[config.mk]
export PLATFORM = sky130hd
export DESIGN_NAME = flash_poll_status
export DESIGN_NICKNAME = d
export VERILOG_FILES = /design/src/rtl/flash_poll_status.sv
export SDC_FILE = /design/constraint.sdc
export NUM_CORES = 1
export LEC_CHECK = 0
export ABC_AREA = 1
export BUFFER_PORTS_ARGS = -buffer_cell sky130_fd_sc_hd__buf_2
export CAP_MARGIN = 25
export CORE_UTILIZATION = 43
export CTS_BUF_LIST = sky130_fd_sc_hd__clkbuf_8
export CTS_CLUSTER_DIAMETER = 200
export DETAILED_ROUTE_END_ITERATION = 6
export HOLD_SLACK_MARGIN = 0.15
export MAX_ROUTING_LAYER = met4
export PLACE_DENSITY = 0.79
export SYNTH_ARGS = -nofsm -noshare
export SYNTH_HDL_FRONTEND = slang
export SYNTH_SLANG_ARGS = --single-unit
[constraint.sdc]
create_clock -name clk -period 1.3 [get_ports clk]
set_input_delay 0 -clock clk [delete_from_list [all_inputs] [get_ports clk]]
set_output_delay 0 -clock clk [all_outputs]
set_load 0.05 [all_outputs]
[src/rtl/flash_poll_status.sv]
module flash_poll_status #(
  parameter int DW          = 16,
  parameter int PGM_CYCLES  = 20,
  parameter int ERS_CYCLES  = 60,
  parameter bit PASS_OTHERS = 1'b0
) (
  input  logic          clk,
  input  logic          rst_n,
  input  logic          we_n,
  input  logic          ce_n,
  input  logic          wr_data_msb,
  input  logic          op_erase,
  input  logic          cmd_abort,
  input  logic          rd_stb,
  input  logic [DW-1:0] array_data,
  output logic          busy,
  output logic          done,
  output logic [DW-1:0] dq_out
);
  localparam int MAXC = (PGM_CYCLES > ERS_CYCLES) ? PGM_CYCLES : ERS_CYCLES;
  localparam int CW   = $clog2(MAXC + 1);

  logic          wr_prev, msb_q, pol_q, ers_q, tgl_q, busy_q, done_q;
  logic [2:0]    pcnt;
  logic [CW-1:0] rem;
  logic          wr_act, wr_pulse, start;
  logic [2:0]    need;
  logic [DW-1:0] stat;

  assign wr_act   = ~we_n & ~ce_n;
  assign wr_pulse = wr_prev & ~wr_act;
  assign need     = op_erase ? 3'd6 : 3'd4;
  assign start    = ~busy_q & ~cmd_abort & wr_pulse & ((pcnt + 3'd1) == need);

  always_ff @(posedge clk) begin
    if (!rst_n) begin
      wr_prev <= 1'b0;
      msb_q   <= 1'b0;
      pol_q   <= 1'b0;
      ers_q   <= 1'b0;
      tgl_q   <= 1'b0;
      busy_q  <= 1'b0;
      done_q  <= 1'b0;
      pcnt    <= '0;
      rem     <= '0;
    end else begin
      wr_prev <= wr_act;
      if (wr_act) msb_q <= wr_data_msb;
      if (busy_q) begin
        if (rd_stb) tgl_q <= ~tgl_q;
        if (rem == '0) begin
          busy_q <= 1'b0;
          done_q <= 1'b1;
        end else begin
          rem    <= rem - 1'b1;
          done_q <= 1'b0;
        end
      end else begin
        done_q <= 1'b0;
        if (cmd_abort) begin
          pcnt <= '0;
        end else if (start) begin
          busy_q <= 1'b1;
          ers_q  <= op_erase;
          pol_q  <= ~msb_q;
          tgl_q  <= 1'b0;
          pcnt   <= '0;
          rem    <= op_erase ? CW'(ERS_CYCLES - 1) : CW'(PGM_CYCLES - 1);
        end else if (wr_pulse) begin
          pcnt <= pcnt + 3'd1;
        end
      end
    end
  end

  always_comb begin
    stat    = PASS_OTHERS ? array_data : '0;
    stat[7] = ~ers_q & pol_q;
    stat[6] = tgl_q;
  end

  assign busy   = busy_q;
  assign done   = done_q;
  assign dq_out = busy_q ? stat : array_data;
endmodule

# Word-level counts from Yosys, hierarchy flattened

Index checks and enable logic that the tools add are counted.
Widths: inputs -> output; s select.

Reduce and logical (&&, ||, !) cells: 8
Equality and inequality tests: 4
Multiplexer cells: 19
Add/subtract/negate cells: 2
Bitwise logic cells: 14

Operator list:

| kind                | count |
|---|---|
| $mux 6              | 5 |
| $mux 16             | 1 |
| $mux 1              | 9 |
| $mux 3              | 3 |
| $reduce_and 3->1    | 3 |
| $not 1->1           | 8 |
| $and 1x1->1         | 6 |
| $logic_not 6->1     | 1 |
| $sub 6x1->6 const B | 1 |
| $ne 2x2->1 const B  | 2 |
| $reduce_and 2->1    | 2 |
| $add 3x1->3 const B | 1 |
| $eq 3x3->1          | 1 |
| $reduce_bool 3->1   | 1 |
| $mux 2              | 1 |
| $ne 2x1->1 const B  | 1 |
| $reduce_bool 2->1   | 1 |

Word-level logic and storage cells: 56
Bits in registers: 16
Input port bits: 24
Output and inout bits: 18

# Depth between registers and ports, before layout

Gate-level depths: netlist (run 1).

Word-level depth: 9
Mapped depth: 11

# Worst setup path after synthesis (run 1)

No wires, ideal clock.

Path kind: reg2out
Start point: register busy_q (netlist: busy)
End point: output dq_out[6]
Arrival time: 2.078 ns
Path buffers: 1
Data required time: 1.300 ns
Stages on the path, launching flop included: 4
Path slack: -0.778 ns
Cell sequence: dfxtp_1 -> inv_1 -> buf_6 -> o21ai_0

Longest elaborated chain between the ends: 1

Ends and longest elaborated chain:

| element                | RTL line | text |
|---|---|---|
| from (decl)            | 23       | `logic wr_prev, msb_q, pol_q, ers_q, tgl_q, busy_q, done_q;` |
| from (signal assigned) | 42       | `busy_q <= 1'b0;` |
| from (signal assigned) | 52       | `busy_q <= 1'b0;` |
| from (signal assigned) | 63       | `busy_q <= 1'b1;` |
| $mux 16                | 84       | `assign dq_out = busy_q ? stat : array_data;` |
| to (decl)              | 18       | `output logic [DW-1:0] dq_out` |

No other way between the ends.

# Worst setup path after layout (run 1)

Start point: register pcnt[1]
End point: register rem[3]

Longest elaborated chain between the ends: 5

Ends and longest elaborated chain:

| element                     | RTL line | text |
|---|---|---|
| from (decl)                 | 24       | `logic [2:0] pcnt;` |
| from (signal assigned)      | 70       | `pcnt <= pcnt + 3'd1;` |
| $add 3x1->3                 | 33       | `assign start = ~busy_q & ~cmd_abort & wr_pulse & ((pcnt + 3'd1) == need);` |
| $eq 3x3->1                  | 33       |  |
| $and 1x1->1                 | 33       |  |
| $reduce_bool 2->1 (no line) | -        |  |
| $reduce_and 3->1 (no line)  | -        |  |
| to (signal assigned)        | 55       | `rem <= rem - 1'b1;` |
| to (signal assigned)        | 68       | `rem <= op_erase ? CW'(ERS_CYCLES - 1) : CW'(PGM_CYCLES - 1);` |
| to (decl)                   | 25       | `logic [CW-1:0] rem;` |

No other way between the ends.
A chain may end at the register's enable or synchronous reset.

==> results.tsv, run 1 <==
metric	value	unit
cts_buffers	3	
grtUsageTotal	0.212	
ys_warn_count	0	
synth_cells	143	
r2r_cells	10	
synth_area_leaders	dfxtp_1, inv_1, nor2_1	
dieArea	2410	um2
total_power	1180	uW
first_pass_iters	5	
pin_count	42	
ant_nets	0	
rsz0062_at_grt	yes	
worstMarginPinSlew	0.304	ns
cpMaxStageDelayCell	dfxtp_2	
violations	setup timing	
clock-sinks	16	
insertion_delay	0.25	ns
finalCritPeriodShare	1.10	
setup_tns	-0.717	ns
drive_gt1_frac	0.441	
final_max_slew_viol_count	0	
io_buffer_count	41	
die_x	49.1	um
antennaDiodeCount	0	
grt_pass1_wl	3890	um
hpwl	1780	um
wl_per_cell	11.2	um
worst-path-stages	10	
pre_cts_slack	-0.102	ns
slowest_delay	0.34	ns
cellPowerDensity	806	nW/um2
yosysUniqueCellTypes	27	
post-route-min-period	1.43	ns
stdcell_area	1470	um2
via_count	1077	
drt_iter0_markers	22	
die_h	49.1	um
synth-seq-cells	16	
fin_skew	0.00417	ns
drv_cap	0	
top_usage_layer	met2	
syn_nets	170	
cts_root_buf	clkbuf_8	
leakage	0.000780	uW
rows	16	
path_class	register to register	
wl	2570	um
fillers	153	
num-nets-final	230	
setup_violations	10	
met2_usage	0.433	
critPathRequiredTime	1.44	ns
grt_pass1_vias	985	
path_max_fanout	5	
worstPathCellList	ha_4 -> inv_2 -> nand2_2 -> nand3_2 -> nor2_2 -> nand2_2 -> nand2_4 -> inv_6 -> nor2_4 -> nor2_1	
place_congestion	0.946	
critical_path.endpoint_type	register	
hold_viol_final	0	
netlist_area	952	um2
avgSynthCellArea	6.66	um2
outcome	complete, but fails checks	
placed_area	1260	um2
gr-usage-met3	0.0561	
dp.cells	214	
hold_depth	5	
antenna_found_initial	0	
fin_cells	229	
slew_headroom	0.795	
cts_max_path_buffers	2	
start_kind	register	
via_per_inst	4.70	
peakVddDrop	0.000962	V
path_common_cell	nand2_2	
fmax	698	MHz
cts_tree	yes	
ctsHtreeMaxLevel	1	
overflow	0	
cts.clk_slew.worst_paths	0.06	ns
hold_class	input port to register	
areaGrowthSynthToFinish	53.9	%
grtUsageMet1	0.201	
netlist.area_leader.share	0.336	
yosys.area.top_type	dfxtp_1	
synth_seq_area_share	0.336	
cpLargestDelayFamily	simple AND/OR/NAND/NOR gates	
grt_start_max_net_pins	17	
worst-path-buf-inv	2	
core_area	2020	um2
crit_arrival	1.57	ns
fin_ws	-0.133	ns
drc	0	
initial_core_util	0.471	
==> Yosys cell counts <==
library cell,number
nand4_2,1
inv_1,30
nor3_1,1
o21ai_1,2
inv_4,1
ha_1,3
a21oi_1,6
inv_2,1
nand3_1,8
o21bai_1,2
nor2_2,1
nand2_4,1
a21oi_2,1
buf_6,2
a22o_1,1
dfxtp_1,16
o21ai_0,7
nand2_2,2
xor2_1,3
clkbuf_1,1
xnor2_1,1
nor2_4,1
a31oi_1,1
or2_0,1
nor2_1,27
nand2_1,20
nand3b_1,2
==> metrics by stage <==
stage / hold WS (ns) / util
after floorplan: 0.126 / -
after global placement: 0.284 / 0.623
after detailed placement: 0.288 / 0.623
after CTS: 0.158 / 0.704
after global routing: 0.213 / 0.725
final: 0.154 / 0.725
==> kinds of logic (layout without fill, tap and decap cells) <==
| group | after synthesis | count (layout) | share of synthesized area |
|---|---|---|---|
| simple gates | 65 | 65 | 0.311 |
| buf+inv | 35 | 94 | 0.156 |
| compound gates | 20 | 20 | 0.120 |
| flops | 16 | 16 | 0.336 |
| xor+xnor | 4 | 4 | 0.0368 |
| fa+ha+maj | 3 | 3 | 0.0394 |
==> worst min-delay path, cell delays in order <==
cell and delay [ns]:
buf_2 0.08, nor2_1 0.03, inv_1 0.07, o21ai_0 0.08
a21oi_1 0.11
==> routing by layer <==
layer  routed length, um  vias up  part of all wire
li1                    -      557                 -
met1                 982      471              0.38
met2                1390       43              0.54
met3                 154        6             0.060
met4                  35        0             0.014
met5                   0        -                 0
==> timing repair <==
item / in CTS / in global routing
pin swaps: 8 / 3
setup buffers: 3 / 2
hold endpoints to repair: 9 / 0
resized for setup: 5 / 13
hold buffers: 7 / 0
cloned: 0 / 0
setup endpoints to repair: 10 / 14
==> power by group <==
| part | internal, uW | switching, uW | total (uW) |
|---|---|---|---|
| clock | 269 | 171 | 439 |
| combinational | 84.8 | 160 | 245 |
| sequential | 495 | 2.27 | 497 |
| total | 848 | 333 | 1180 |
==> cell usage in the layout (no fill, tap or decap) <==
cell type / instances
inv_1: 29
nor2_4: 2
ha_1: 2
nand2_4: 1
nor2_2: 13
inv_2: 2
buf_4: 8
xor2_1: 3
buf_2: 40
dlymetal6s4s_1: 1
clkbuf_8: 4
buf_6: 3
nand4_2: 1
a31oi_1: 1
a22o_1: 1
nand3_2: 1
nand2_1: 17
nor2_1: 14
inv_6: 1
dfxtp_2: 3
ha_4: 1
o21ai_0: 5
dlygate4sd3_1: 6
nand3_1: 7
nand3b_1: 2
o21ai_2: 2
o21ai_1: 2
nand2_2: 5
dfxtp_1: 13
a21oi_1: 6
or2_0: 1
xnor2_2: 1
a21oi_2: 1
nor3_1: 1
o21bai_1: 2
==> area by class of cell <==
cell class,count,area [um2],share of cell area
clock buffers,4,55.1,0.0376
inverters,32,125,0.0854
flip-flops and latches,16,324,0.221
well taps,27,33.8,0.0231
repair buffers,58,367,0.250
multi-input cells,92,561,0.383
==> worst paths after layout <==
path | start | end | slack [ns]
setup reg to reg | pcnt[1]$_SDFFE_PN0P_ | rem[3]$_SDFFE_PN0P_ | -0.13
setup / recovery | pcnt[1]$_SDFFE_PN0P_ | rem[3]$_SDFFE_PN0P_ | -0.13
hold reg to reg | msb_q$_SDFFE_PN0P_ | pol_q$_SDFFE_PN0P_ | 0.43
hold / removal | ce_n | msb_q$_SDFFE_PN0P_ | 0.15
==> flip-flops by register name, indices dropped and copies added (netlist names) <==
| register | count |
|---|---|
| busy | 1 |
| done | 1 |
| ers_q | 1 |
| msb_q | 1 |
| pcnt | 3 |
| pol_q | 1 |
| rem | 6 |
| tgl_q | 1 |
| wr_prev | 1 |
No activity file was read; power rests on OpenSTA's default activity.
==> run 2, diff against run 1 <==
Settings changed: PLACE_DENSITY 0.79 to not set, PLACE_DENSITY_LB_ADDON set to 0.05.
==> results.tsv, run 2 (synthesis results as in run 1) <==
metric	value	unit	change
dieArea	2410	um2	unchanged
die_h	49.1	um	unchanged
io_buffer_count	41		unchanged
hold_class	input port to register		
drive_gt1_frac	0.432		-0.00856
worst-path-buf-inv	2		unchanged
final_cell_mix	buf_2, inv_1, nand2_1, nor2_1, buf_4		
path_common_cell	nand2_4		
layout_commonest_cell	buf_2		
violations	setup timing		
worstMarginPinSlew	0.315	ns	+0.0115 ns
wl	2470	um	-3.7%
insertion_delay	0.26	ns	about the same
layout.core_utilization	0.737		+0.0124
path_class	register to register		
rows	16		unchanged
ctsHtreeMaxLevel	1		unchanged
finalCritPeriodShare	1.08		-0.0207
critPathRequiredTime	1.45	ns	about the same
core_area	2020	um2	unchanged
setup_tns	-0.523	ns	+0.194 ns
drt_iter0_markers	8		-64%
fmax	711	MHz	+1.9%
fin_skew	0.00131	ns	-0.00286 ns
setup_violations	10		unchanged
drv_cap	0		unchanged
cts_root_buf	clkbuf_8		
largest_register_ff_count	6		unchanged
cpMaxStageDelayCell	dfxtp_2		
overflow	0		unchanged
leakage	0.000809	uW	+3.8%
dp.cells	215		+0.47%
critical_path.endpoint_type	register		
stdcell_area	1490	um2	+1.7%
holdWs	0.288	ns	+0.135 ns
clock-sinks	16		unchanged
placed_area	1270	um2	+0.60%
largest_registers	rem x6, pcnt x3		
fin_ws	-0.106	ns	+0.0269 ns
grt_pass1_vias	1015		+3.0%
slowest_delay	0.33	ns	about the same
fin_cells	233		+1.7%
wl_per_cell	10.6	um	-5.4%
antenna_found_initial	0		unchanged
place_congestion	0.772		-18%
grtUsageTotal	0.231		+0.0188
via_per_inst	4.60		-2.3%
rsz0062_at_grt	yes		
cellPowerDensity	803	nW/um2	-0.32%
crit_arrival	1.56	ns	about the same
drc	0		unchanged
hpwl	1820	um	+1.8%
hold_viol_final	0		unchanged
path_max_fanout	5		unchanged
num-nets-final	234		+1.7%
grt_start_max_net_pins	12		-5
via_count	1071		-0.56%
initial_core_util	0.471		unchanged
die_x	49.1	um	unchanged
post-route-min-period	1.41	ns	-0.0269 ns
cts.clk_slew.worst_paths	0.06	ns	about the same
antennaDiodeCount	0		unchanged
cts_max_path_buffers	2		unchanged
ant_nets	0		unchanged
cpLargestDelayFamily	simple AND/OR/NAND/NOR gates		
start_kind	register		
first_pass_iters	4		-1
final_max_slew_viol_count	0		unchanged
worstPathCellList	ha_4 -> nand2_1 -> nand3_4 -> nor2_4 -> nand2_4 -> nand2_4 -> buf_4 -> o21bai_1 -> inv_1		
cts_tree	yes		
cts_buffers	3		unchanged
slew_headroom	0.790		-0.00574
peakVddDrop	0.000925	V	-3.9%
grt_pass1_wl	4220	um	+8.3%
outcome	complete, but fails checks		
top_register	rem		
pin_count	42		unchanged
areaGrowthSynthToFinish	56.5	%	
==> run 2: cell type report <==
type | instances | area, um2
timing repair buffer | 62 | 392
clock buffer | 4 | 55.1
sequential | 16 | 324
inverter | 32 | 123
multi-input combinational | 92 | 563
fill | 169 | 532
tap | 27 | 33.8
==> run 2: stage by stage <==
stage | total power [uW] | setup WS (ns)
global placement | 719 | -0.0508
finish | 1200 | -0.106
floorplan | 653 | -0.00985
detailed placement | 724 | -0.114
CTS | 1190 | -0.0637
global route | 1240 | -0.164
==> run 2: routing by layer <==
metal / wire length (um) / global-route usage
met1: 1040 / 0.252
met4: 46 / 0.103
met3: 91 / 0.0312
met5: 0 / -
met2: 1290 / 0.414
==> run 2: final timing paths <==
check                         endpoint                 start  slack (ns)  depth (start not counted)
setup / recovery   rem[0]$_SDFFE_PN0P_  pcnt[1]$_SDFFE_PN0P_       -0.11                          9
hold reg to reg     pol_q$_SDFFE_PN0P_    msb_q$_SDFFE_PN0P_        0.43                          1
setup reg to reg   rem[0]$_SDFFE_PN0P_  pcnt[1]$_SDFFE_PN0P_       -0.11                          9
hold / removal    pcnt[0]$_SDFFE_PN0P_                  we_n        0.29                          6
==> run 2: report_power, final <==
part,internal [uW],switching [uW]
Clock,269,182
Sequential,495,2.18
Combinational,89.3,159
Total,853,344
==> run 2: what timing repair did <==
item / in CTS / in global routing
gates resized for setup: 3 / 12
pin swaps: 5 / 3
endpoints found under the hold margin: 10 / 0
endpoints found under the setup margin: 10 / 15
hold buffers: 7 / 0
setup buffers: 4 / 3
==> run 2: tightest hold or removal path, cell delays in order <==
cell,delay [ns]
buf_2,0.07
nor2_1,0.03
inv_1,0.08
nand2_1,0.11
nand2_1,0.12
a31oi_1,0.10
